**config.mk**
```make
export PLATFORM = sky130hd
export DESIGN_NAME = standby_seq
export DESIGN_NICKNAME = d
export VERILOG_FILES = /design/src/rtl/standby_seq.sv
export SDC_FILE = /design/constraint.sdc
export NUM_CORES = 1
export LEC_CHECK = 0
export BUFFER_PORTS_ARGS = -buffer_cell sky130_fd_sc_hd__buf_2
export CORE_UTILIZATION = 55
export CTS_CLUSTER_DIAMETER = 200
export CTS_CLUSTER_SIZE = 12
export DETAILED_ROUTE_END_ITERATION = 12
export PLACE_DENSITY = 0.82
export RECOVER_POWER = 100
export SKIP_LAST_GASP = 1
export SYNTH_ARGS = -nofsm -noshare
export SYNTH_HDL_FRONTEND = slang
export SYNTH_SLANG_ARGS = --single-unit
```
**constraint.sdc**
```tcl
create_clock -name clk -period 2.4 [get_ports clk]
set_input_delay 0.12 -clock clk [delete_from_list [all_inputs] [get_ports clk]]
set_output_delay 0.12 -clock clk [all_outputs]
set_load 0.02 [all_outputs]
```
**src/rtl/standby_seq.sv**
```systemverilog
module standby_seq #(
  parameter int CLR_CYCLES   = 500_000,
  parameter int STBY_CYCLES  = 42_500_000,
  parameter int START_CYCLES = 100_000
) (
  input  logic       clk,
  input  logic       rst_n,
  input  logic       en_in,
  input  logic [5:0] phase_cmd,
  output logic       drv_on,
  output logic       short_clr,
  output logic       stby,
  output logic       reg_on
);
  localparam int LW = $clog2(STBY_CYCLES + 1);
  localparam int SW = $clog2(START_CYCLES + 1);
  localparam logic [LW-1:0] LO_CLR  = LW'(CLR_CYCLES - 1);
  localparam logic [LW-1:0] LO_STBY = LW'(STBY_CYCLES - 1);
  localparam logic [LW-1:0] LO_MAX  = LW'(STBY_CYCLES);
  localparam logic [SW-1:0] ST_MAX  = SW'(START_CYCLES);

  logic [LW-1:0] lo_cnt;
  logic [SW-1:0] st_cnt;
  logic          ready;

  assign ready  = (st_cnt == ST_MAX);
  assign drv_on = en_in & ready;

  always_ff @(posedge clk or negedge rst_n) begin
    if (!rst_n) begin
      lo_cnt    <= '0;
      st_cnt    <= '0;
      short_clr <= 1'b0;
      stby      <= 1'b0;
      reg_on    <= 1'b1;
    end else if (en_in) begin
      lo_cnt    <= '0;
      short_clr <= 1'b0;
      stby      <= 1'b0;
      reg_on    <= 1'b1;
      if (!ready) st_cnt <= st_cnt + 1'b1;
    end else begin
      st_cnt    <= '0;
      short_clr <= (lo_cnt == LO_CLR);
      if (lo_cnt != LO_MAX) lo_cnt <= lo_cnt + 1'b1;
      if (lo_cnt == LO_STBY) begin
        stby   <= 1'b1;
        reg_on <= |phase_cmd;
      end
    end
  end

  p_drv_not_in_stby_r1: assert property (@(posedge clk) disable iff (!rst_n)
    drv_on |-> !stby);
  p_clr_single_r2: assert property (@(posedge clk) disable iff (!rst_n)
    short_clr |=> !short_clr);
  p_clr_after_low_r2: assert property (@(posedge clk) disable iff (!rst_n)
    $rose(short_clr) |-> $past(!en_in));
  p_stby_entry_r3: assert property (@(posedge clk) disable iff (!rst_n)
    $rose(stby) |-> $past(lo_cnt) == LO_STBY);
  p_mode_hold_r4: assert property (@(posedge clk) disable iff (!rst_n)
    (stby && $past(stby)) |-> $stable(reg_on));
  p_wake_r5: assert property (@(posedge clk) disable iff (!rst_n)
    en_in |=> (!stby && reg_on && lo_cnt == '0));
  p_release_r6: assert property (@(posedge clk) disable iff (!rst_n)
    $rose(drv_on) |-> $past(en_in));
endmodule

```
* Word level (Yosys, flattened, before mapping)
Cells that the tools add are included.
** Storage, ports and cells
- Logic and storage cells :: 25
- Bits in writable memories :: 0
- Memories :: 0
- Bits in latches :: 0
- ROM bits :: 0
- Bits of input ports :: 9
- Bits in registers :: 46
** Operators by class
- Multipliers :: 0
- Shift-type cells :: 0
- Muxes and demuxes :: 9
- Divide/modulo/power cells :: 0
- Equality and inequality tests :: 5
- Reductions and logical operators :: 3
- $add $sub $neg :: 2
- Bitwise operators :: 1
- Magnitude comparators :: 0
** Operators with widths (number)
- two-way mux 26 bit :: 2
- two-way mux 17 bit :: 2
- adder 26 x 1 -> 26 bit (second input constant) :: 1
- equality test 26 x 19 -> 1 bit (second input constant) :: 1
- equality test 26 bit (second input constant) :: 1
- != test 26 bit (second input constant) :: 1
- adder 17 x 1 -> 17 bit (second input constant) :: 1
- equality test 17 bit (second input constant) :: 1
- OR reduction 6 bit :: 1
- two-way mux 1 bit :: 5
- nonzero test 2 bit :: 2
- != test 2 bit (second input constant) :: 1
- AND 1 bit :: 1

* Depth between registers and ports, before layout
Gate-level depths: netlist (run 1).
- Depth after elaboration :: 3
- Gate-level depth with buffers :: 6
- Mapped depth without buffers :: 6

* Worst setup path before layout (run 1)
Ideal clock, no wire load.
- Path type :: reg-to-output
- Start :: register st_cnt[14]
- End :: output port drv_on
- Cell stages (with the launch flop) :: 4
- Arrival :: 2.188 ns
- Required time :: 2.280 ns
- Path buffers :: 0
- Slack :: 0.092 ns
- Path through :: dfrtp_1 > or4b_2 > or4_1 > nor4_1
** Between the ends
- Cells in the longest elaborated chain, start to end :: 2
** Ends and longest elaborated chain
- start: declaration :: line 23 : logic [SW-1:0] st_cnt;
- start signal: assignment :: line 41 : if (!ready) st_cnt <= st_cnt + 1'b1;
- equality test 17 bit :: line 26 : assign ready = (st_cnt == ST_MAX);
- AND 1 bit :: line 27 : assign drv_on = en_in & ready;
- end: declaration :: line 10 : output logic drv_on,
Every way passes these cells.

* Worst setup path in the final report (run 1)
Ends and elaborated chain as after synthesis.

==> impl_results.md, run 1 <==
- Total power density per cell area: ~520 nW/um^2
- Relative slew slack: 0.448
- Clock Root Buffer: sky130_fd_sc_hd__clkbuf_8
- Later-pin clock latency in the skew report: 300 ps
- Violated checks: design-rule violations
- Clock-pin slew on the worst setup and hold paths: 90 ps
- Synthesized flop and latch total: 46
- Number of port buffers: 12
- Post-route non-filler standard cell count: 351
- Type of origin of the critical path: flip-flop
- Shortest clock period the worst path allows after layout: 2360 ps
- Hold/Removal Path Class: in2reg
- Commonest cells after routing, fill and taps aside: sky130_fd_sc_hd__dfrtp_1, sky130_fd_sc_hd__nor2_1, sky130_fd_sc_hd__nand2_1, sky130_fd_sc_hd__nand3_1, sky130_fd_sc_hd__nand4_1
- Core Footprint: approximately 4400 um^2
- Worst reg2reg setup slack: 160 ps
- Final GP Congestion: 0.884
- Required arrival time at the worst endpoint: 2280 ps
- Startpoint of the most critical hold path: en_in
- Reg-to-Reg End: lo_cnt[24]
- Horizontal die dimension: 70.7 um
- Number of nets at the end of the flow: 312
- Average instance area after synthesis: 9.40 um^2
- Highest Clock Rate: 0.424 GHz
- Yosys warning count: 0
- Result of the run: complete, but fails checks
- Routed vias: 2239
- Fraction of the yosys area taken by sequential cells: 0.444
- Final Cycle Share: 0.982
- Signed area change from the synthesized netlist to the final layout: 10.2%
- VDD IR-drop max: 0.000349 V
- Launch instance of the worst register-to-register path: lo_cnt[0]
- Number of distinct library cell variants in the gate-level netlist after synthesis: 44
- Die area: 5000 um^2
- Fraction of layout instances using a drive strength above 1: 0.124
- TritonCTS Buffers: 5
- Overall track demand over capacity in global routing: 0.247
- First-pass iteration count of the detailed router: 8
- Initial antenna violation count: 0
- Setup skew after layout: 10.8 ps
- Most common flop cell mapped by yosys: sky130_fd_sc_hd__dfrtp_1
- Leakage power summed over all cells: around 1.1 nW
- Reported max-cap violation count: 0
- Hold-critical path endpoint: lo_cnt[20]
- DRC errors left: 2
- Overall power after layout: between 0.001 and 0.0015 W
- Endpoint type of the worst setup path: output pin
- Drt via density: roughly 6.4
- Total length of routed wires: between 5000 and 6000 um
- First-pass GRT wire length: just under 10000 um
- Clk buf depth: 2
- Post-Syn Area: 2590 um^2
- Cell count after synthesis: 276
- Initial core utilization: 0.584
- R2R depth: 5
- Sink count of the clock tree: 46
- Die Span Y: 70.7 um
- Remaining global-route overflow: 0
- Antenna diode count: 0
- Maximum number of pins on one net before global-route repair: 36
- Count of final hold-check violations: 0
- Async set or reset register ratio after synthesis: 1.00
- Actual slew at the worst max-slew pin: 827 ps
- Sum of net half-perimeters after detailed placement: 3930 um
- Count of cells along the worst hold path: 4
- Number of enable-type register cells in the synthesized netlist: 0
- Via count of the first global-routing pass: 2045
- TritonCTS clock tree: done
- Arrival @ worst endpoint: 2240 ps
- Std cell rows: 24
- Number of placed I/O pins: 13
- Final slew viol count: 0
- Leading cell type in the layout, fill and taps excluded: sky130_fd_sc_hd__dfrtp_1
- Post-placement cell count: 337
- Final setup violation count: 0
- Nets in the synthesized netlist: 290
- H-Tree Level Count: 2
- Maximum fanout count along the critical path: 2
- Setup tns final: 0 ps
- Drt initial violations: roughly 150
- Detail Route Antenna Nets: 0
- Average detailed-routed wire length per instance: around 17 um
- Worst Setup Path Type: reg2out
-- kinds of logic after synthesis --
| group | synth area share |
|---|---|
| xor gates and xnor gates | 0.0776 |
| and+or+nand+nor | 0.323 |
| muxes | 0.0193 |
| AOI/OAI and AO/OA | 0.0718 |
| adders and majority gates | 0.0241 |
| buffers and inverters | 0.0405 |
| DFF | 0.444 |
-- metrics by stage --
stage | util | hold WS (ps) | instance area (um^2) | worst slack [ps]
finish | 0.643 | 244 | 2860 | 42.9
global route | 0.643 | 267 | 2860 | -13.6
floorplan | - | -176 | 2590 | 92.0
detailed placement | 0.608 | 49.4 | 2700 | 181
CTS | 0.641 | 206 | 2850 | 30.9
global placement | 0.608 | 44.0 | 2700 | 264
-- cell usage after synthesis, types with 2 or more instances --
cell / n / area, um^2
sky130_fd_sc_hd__ha_1: 5 / 62.6
sky130_fd_sc_hd__xnor2_1: 13 / 114
sky130_fd_sc_hd__nand4b_1: 2 / 17.5
sky130_fd_sc_hd__inv_1: 10 / 37.5
sky130_fd_sc_hd__nand2_1: 19 / 71.3
sky130_fd_sc_hd__and2_2: 2 / 15.0
sky130_fd_sc_hd__a21oi_1: 13 / 65.1
sky130_fd_sc_hd__or3_2: 3 / 22.5
sky130_fd_sc_hd__or4_1: 9 / 67.6
sky130_fd_sc_hd__dfrtp_1: 45 / 1130
sky130_fd_sc_hd__mux2i_1: 5 / 50.1
sky130_fd_sc_hd__o31ai_1: 7 / 52.6
sky130_fd_sc_hd__or3_1: 3 / 18.8
sky130_fd_sc_hd__clkbuf_8: 2 / 27.5
sky130_fd_sc_hd__a31oi_1: 3 / 18.8
sky130_fd_sc_hd__nor4_1: 10 / 62.6
sky130_fd_sc_hd__nand2b_1: 5 / 31.3
sky130_fd_sc_hd__clkbuf_1: 3 / 11.3
sky130_fd_sc_hd__xor2_1: 10 / 87.6
sky130_fd_sc_hd__nand3_1: 17 / 85.1
sky130_fd_sc_hd__nor2_1: 31 / 116
sky130_fd_sc_hd__o21ai_0: 5 / 25.0
sky130_fd_sc_hd__and3_1: 3 / 18.8
sky130_fd_sc_hd__nor3_1: 11 / 55.1
sky130_fd_sc_hd__nor4b_1: 3 / 26.3
sky130_fd_sc_hd__and4_1: 7 / 61.3
sky130_fd_sc_hd__nand4_1: 13 / 81.3
-- what timing repair did --
item,CTS,global route
setup endpoints to repair,1,1
hold buffers,1,0
pin swaps,1,2
gates resized for setup,0,6
setup buffers,3,2
hold endpoints to repair,15,0
-- report_power, final --
group          internal [W]  switching (W)
clock network      0.000340       0.000266
logic             0.0000299      0.0000536
registers          0.000782      0.0000136
total               0.00115       0.000333
-- routing by layer --
layer	track usage	wire [um]	vias to the layer above
met5	0	0	-
met4	0.0889	87	0
met3	0.0712	437	9
met2	0.372	2680	91
met1	0.344	2640	1087
li1	-	-	1052
-- flip-flops by register name, indices dropped and copies added, names as in the netlist --
register,flops
st_cnt,17
reg_on,1
lo_cnt,26
stby,1
short_clr,1
-- cell type report --
| cell class | count | area, um^2 |
|---|---|---|
| repair buffers | 24 | 136 |
| fillers | 375 | 1590 |
| multi-input cells | 210 | 1350 |
| well taps | 52 | 65.1 |
| flip-flops and latches | 46 | 1150 |
| inverters | 11 | 41.3 |
| clock inverters | 1 | 30.0 |
| clock buffers | 7 | 86.3 |
-- worst max-delay path, stage by stage (launching register included) --
cell and delay (ps):
sky130_fd_sc_hd__dfrtp_1 410, sky130_fd_sc_hd__or4b_2 690, sky130_fd_sc_hd__or4_4 450, sky130_fd_sc_hd__nor4_4 220
sky130_fd_sc_hd__buf_4 180
-- worst max-delay path by stage --
stage	slack, ps	start	depth (start not counted)	endpoint
after global routing	-10	st_cnt[0]	7	drv_on
after detailed placement	180	lo_cnt[1]	5	lo_cnt[24]
after CTS	30	st_cnt[14]	4	drv_on
after floorplan	90	st_cnt[14]	3	drv_on
after global placement	260	lo_cnt[1]	5	lo_cnt[24]
final	40	st_cnt[14]	4	drv_on
No activity file was read; power rests on OpenSTA's default activity.
==> run 2: changes to the inputs <==
- PLACE_DENSITY: 0.82 -> 0.85
- clock period: 2.4 -> 2.1 ns (I/O delays scaled with it)
==> run 2 against run 1 <==
Against the previous run:
- routed wire length is 5.1% higher
- critical path depth stayed put
- register-to-register slack worse by 130 ps
- worst setup slack worse by 130 ps
- combinational power is 29% higher
- largest cell class unchanged
- clock power is 7.9% lower
- count of clock-buffer cells in the layout stayed put
- die area stayed put
- the run ends with design-rule violations, negative setup slack left
- final cell count is 4.3% higher
- flip-flop and latch count stayed put
- final area is 2.7% higher
- highest routed layer unchanged
==> impl_results.md, run 2 (synthesis gave the netlist of run 1 again) <==
- Hold/Removal Path Class: in2reg
- Post-route non-filler standard cell count: 366
- TritonCTS Buffers: 5
- Core Footprint: about 4400 um^2
- Clk buf depth: 2
- Count of cells along the worst hold path: 2
- Signed area change from the synthesized netlist to the final layout: 13.2%
- Die area: between 4000 and 5000 um^2
- Detail Route Antenna Nets: 0
- Total power density per cell area: 534 nW/um^2
- Remaining global-route overflow: 0
- Maximum number of pins on one net before global-route repair: 21
- Routed vias: 2300
- R2R depth: 5
- Reported max-cap violation count: 0
- Final Cycle Share: 1.04
- First-pass iteration count of the detailed router: 9
- Setup skew after layout: 7.95 ps
- Clock-pin slew on the worst setup and hold paths: 80 ps
- Max reg flops: 26
- Number of port buffers: 12
- Post-route worst setup slack: -84.9 ps
- TritonCTS clock tree: done
- Reg-to-Reg End: lo_cnt[24]
- Violated checks: design-rule violations, negative setup slack
- Horizontal die dimension: 70.7 um
- Clock Root Buffer: sky130_fd_sc_hd__clkbuf_8
- Required arrival time at the worst endpoint: 2000 ps
- H-Tree Level Count: 2
- Worst reg2reg setup slack: 30 ps
- Total length of routed wires: between 6000 and 7000 um
- Final setup violation count: 1
- Leakage power summed over all cells: 1.20 nW
- Worst Setup Path Type: reg2out
- Std cell rows: 24
- Later-pin clock latency in the skew report: 300 ps
- Startpoint of the most critical hold path: en_in
- Commonest cells after routing, fill and taps aside: sky130_fd_sc_hd__dfrtp_1, sky130_fd_sc_hd__nor2_1, sky130_fd_sc_hd__nand2_1, sky130_fd_sc_hd__nand3_1, sky130_fd_sc_hd__clkbuf_1
- Sum of net half-perimeters after detailed placement: 4200 um
- Drt initial violations: ~130
- Count of final hold-check violations: 0
- Top Registers: lo_cnt (26), st_cnt (17)
- Drt via density: 6.28
- Hold-critical path endpoint: lo_cnt[6]
- Register area: 1150 um^2
- Type of origin of the critical path: flip-flop
- Final core area utilization: 0.661
- Highest Clock Rate: 0.458 GHz
- Final slew viol count: 0
- Endpoint type of the worst setup path: output pin
- Relative slew slack: 0.436
- DRC errors left: 4
- Area of combinational cells with multiple inputs: 1370 um^2
- Fraction of layout instances using a drive strength above 1: 0.143
- Maximum fanout count along the critical path: 2
- Die Span Y: around 71 um
- Antenna diode count: 0
- Setup repair after global routing missed its margin: true
- Arrival @ worst endpoint: 2080 ps
- Initial core utilization: 0.584
- Final GP Congestion: 0.901
- Overall track demand over capacity in global routing: 0.258
- Top register by number of flip-flops: lo_cnt
- Average detailed-routed wire length per instance: 16.8 um
- Leading cell type in the layout, fill and taps excluded: sky130_fd_sc_hd__dfrtp_1
- Actual slew at the worst max-slew pin: approximately 850 ps
- First-pass GRT wire length: ~10000 um
- Number of placed I/O pins: 13
- Result of the run: complete, but fails checks
- Launch instance of the worst register-to-register path: lo_cnt[0]
- Initial antenna violation count: 0
- Number of nets at the end of the flow: 327
- Via count of the first global-routing pass: about 2300
- Sink count of the clock tree: 46
- Total of fill cells in the finished design: 359
- Post-placement cell count: 355
- Shortest clock period the worst path allows after layout: 2180 ps
- VDD IR-drop max: 0.000374 V
[run 2: cell types whose count changed in the layout (fill, tap and decap cells not counted)]
cell	delta
sky130_fd_sc_hd__dfrtp_1	+1
sky130_fd_sc_hd__dfrtp_2	-1
sky130_fd_sc_hd__or4b_4	+1
sky130_fd_sc_hd__or4b_2	-1
sky130_fd_sc_hd__nand4_4	+1
sky130_fd_sc_hd__ha_1	-1
sky130_fd_sc_hd__clkinv_2	+1
sky130_fd_sc_hd__bufinv_16	-1
sky130_fd_sc_hd__ha_2	+1
sky130_fd_sc_hd__clkbuf_4	+1
sky130_fd_sc_hd__nand4_1	-1
sky130_fd_sc_hd__buf_4	+6
sky130_fd_sc_hd__clkbuf_1	+8
[run 2: how the worst max path moves through the flow]
stage                     startpoint    endpoint  slack (ps)  cells after the start
after floorplan           st_cnt[14]      drv_on           8                      3
after global placement    st_cnt[14]      drv_on         110                      4
after detailed placement   lo_cnt[0]  lo_cnt[24]          60                      5
after CTS                  st_cnt[0]      drv_on         -70                      7
after global routing      st_cnt[14]      drv_on        -120                      4
final                     st_cnt[14]      drv_on         -80                      4
[run 2: cell type report]
type,instances,area share
Clock buffer,7,0.0294
Inverter,11,0.0141
Tap cell,52,0.0222
Clock inverter,1,0.00170
Multi-Input combinational cell,210,0.466
Timing Repair Buffer,39,0.0746
Sequential cell,46,0.392
[run 2: power by group]
group / internal (W) / switching (W) / total [W]
combinational: 0.0000382 / 0.0000702 / 0.000108
clock: 0.000266 / 0.000292 / 0.000558
sequential: 0.000894 / 0.00000896 / 0.000903
total: 0.00120 / 0.000372 / 0.00157
[run 2: stage by stage]
step	TNS [ps]	hold slack (ps)	setup slack, ps	power [W]	cell area [um^2]
4_1_cts	-67.6	184	-67.6	0.00158	2970
3_5_place_dp	0	32.9	61.3	0.00103	2840
3_3_place_gp	0	30.5	111	0.00102	2840
6_report	-84.9	187	-84.9	0.00157	2940
5_1_grt	-337	209	-122	0.00162	2940
2_1_floorplan	0	-191	8.34	0.000975	2600
[run 2: worst max-delay path: stages (launching register included)]
cell and delay (ps):
sky130_fd_sc_hd__dfrtp_1 390, sky130_fd_sc_hd__or4b_4 540, sky130_fd_sc_hd__or4_4 510, sky130_fd_sc_hd__nor4_4 150, sky130_fd_sc_hd__buf_4 180
[run 2: per-layer routing]
metal | vias to the layer above | share of wire | GRT usage
met5 | - | 0 | 0
met4 | 0 | 0.032 | 0.140
met3 | 21 | 0.057 | 0.0570
met2 | 94 | 0.50 | 0.428
met1 | 1092 | 0.41 | 0.314
li1 | 1093 | - | -
[run 2: repair_timing]
item	CTS	global route
setup buffers	1	1
gates cloned	0	0
hold buffers	1	0
resized for setup	4	3
setup endpoints to repair	1	2
pin swaps	4	1
hold endpoints to repair	14	0
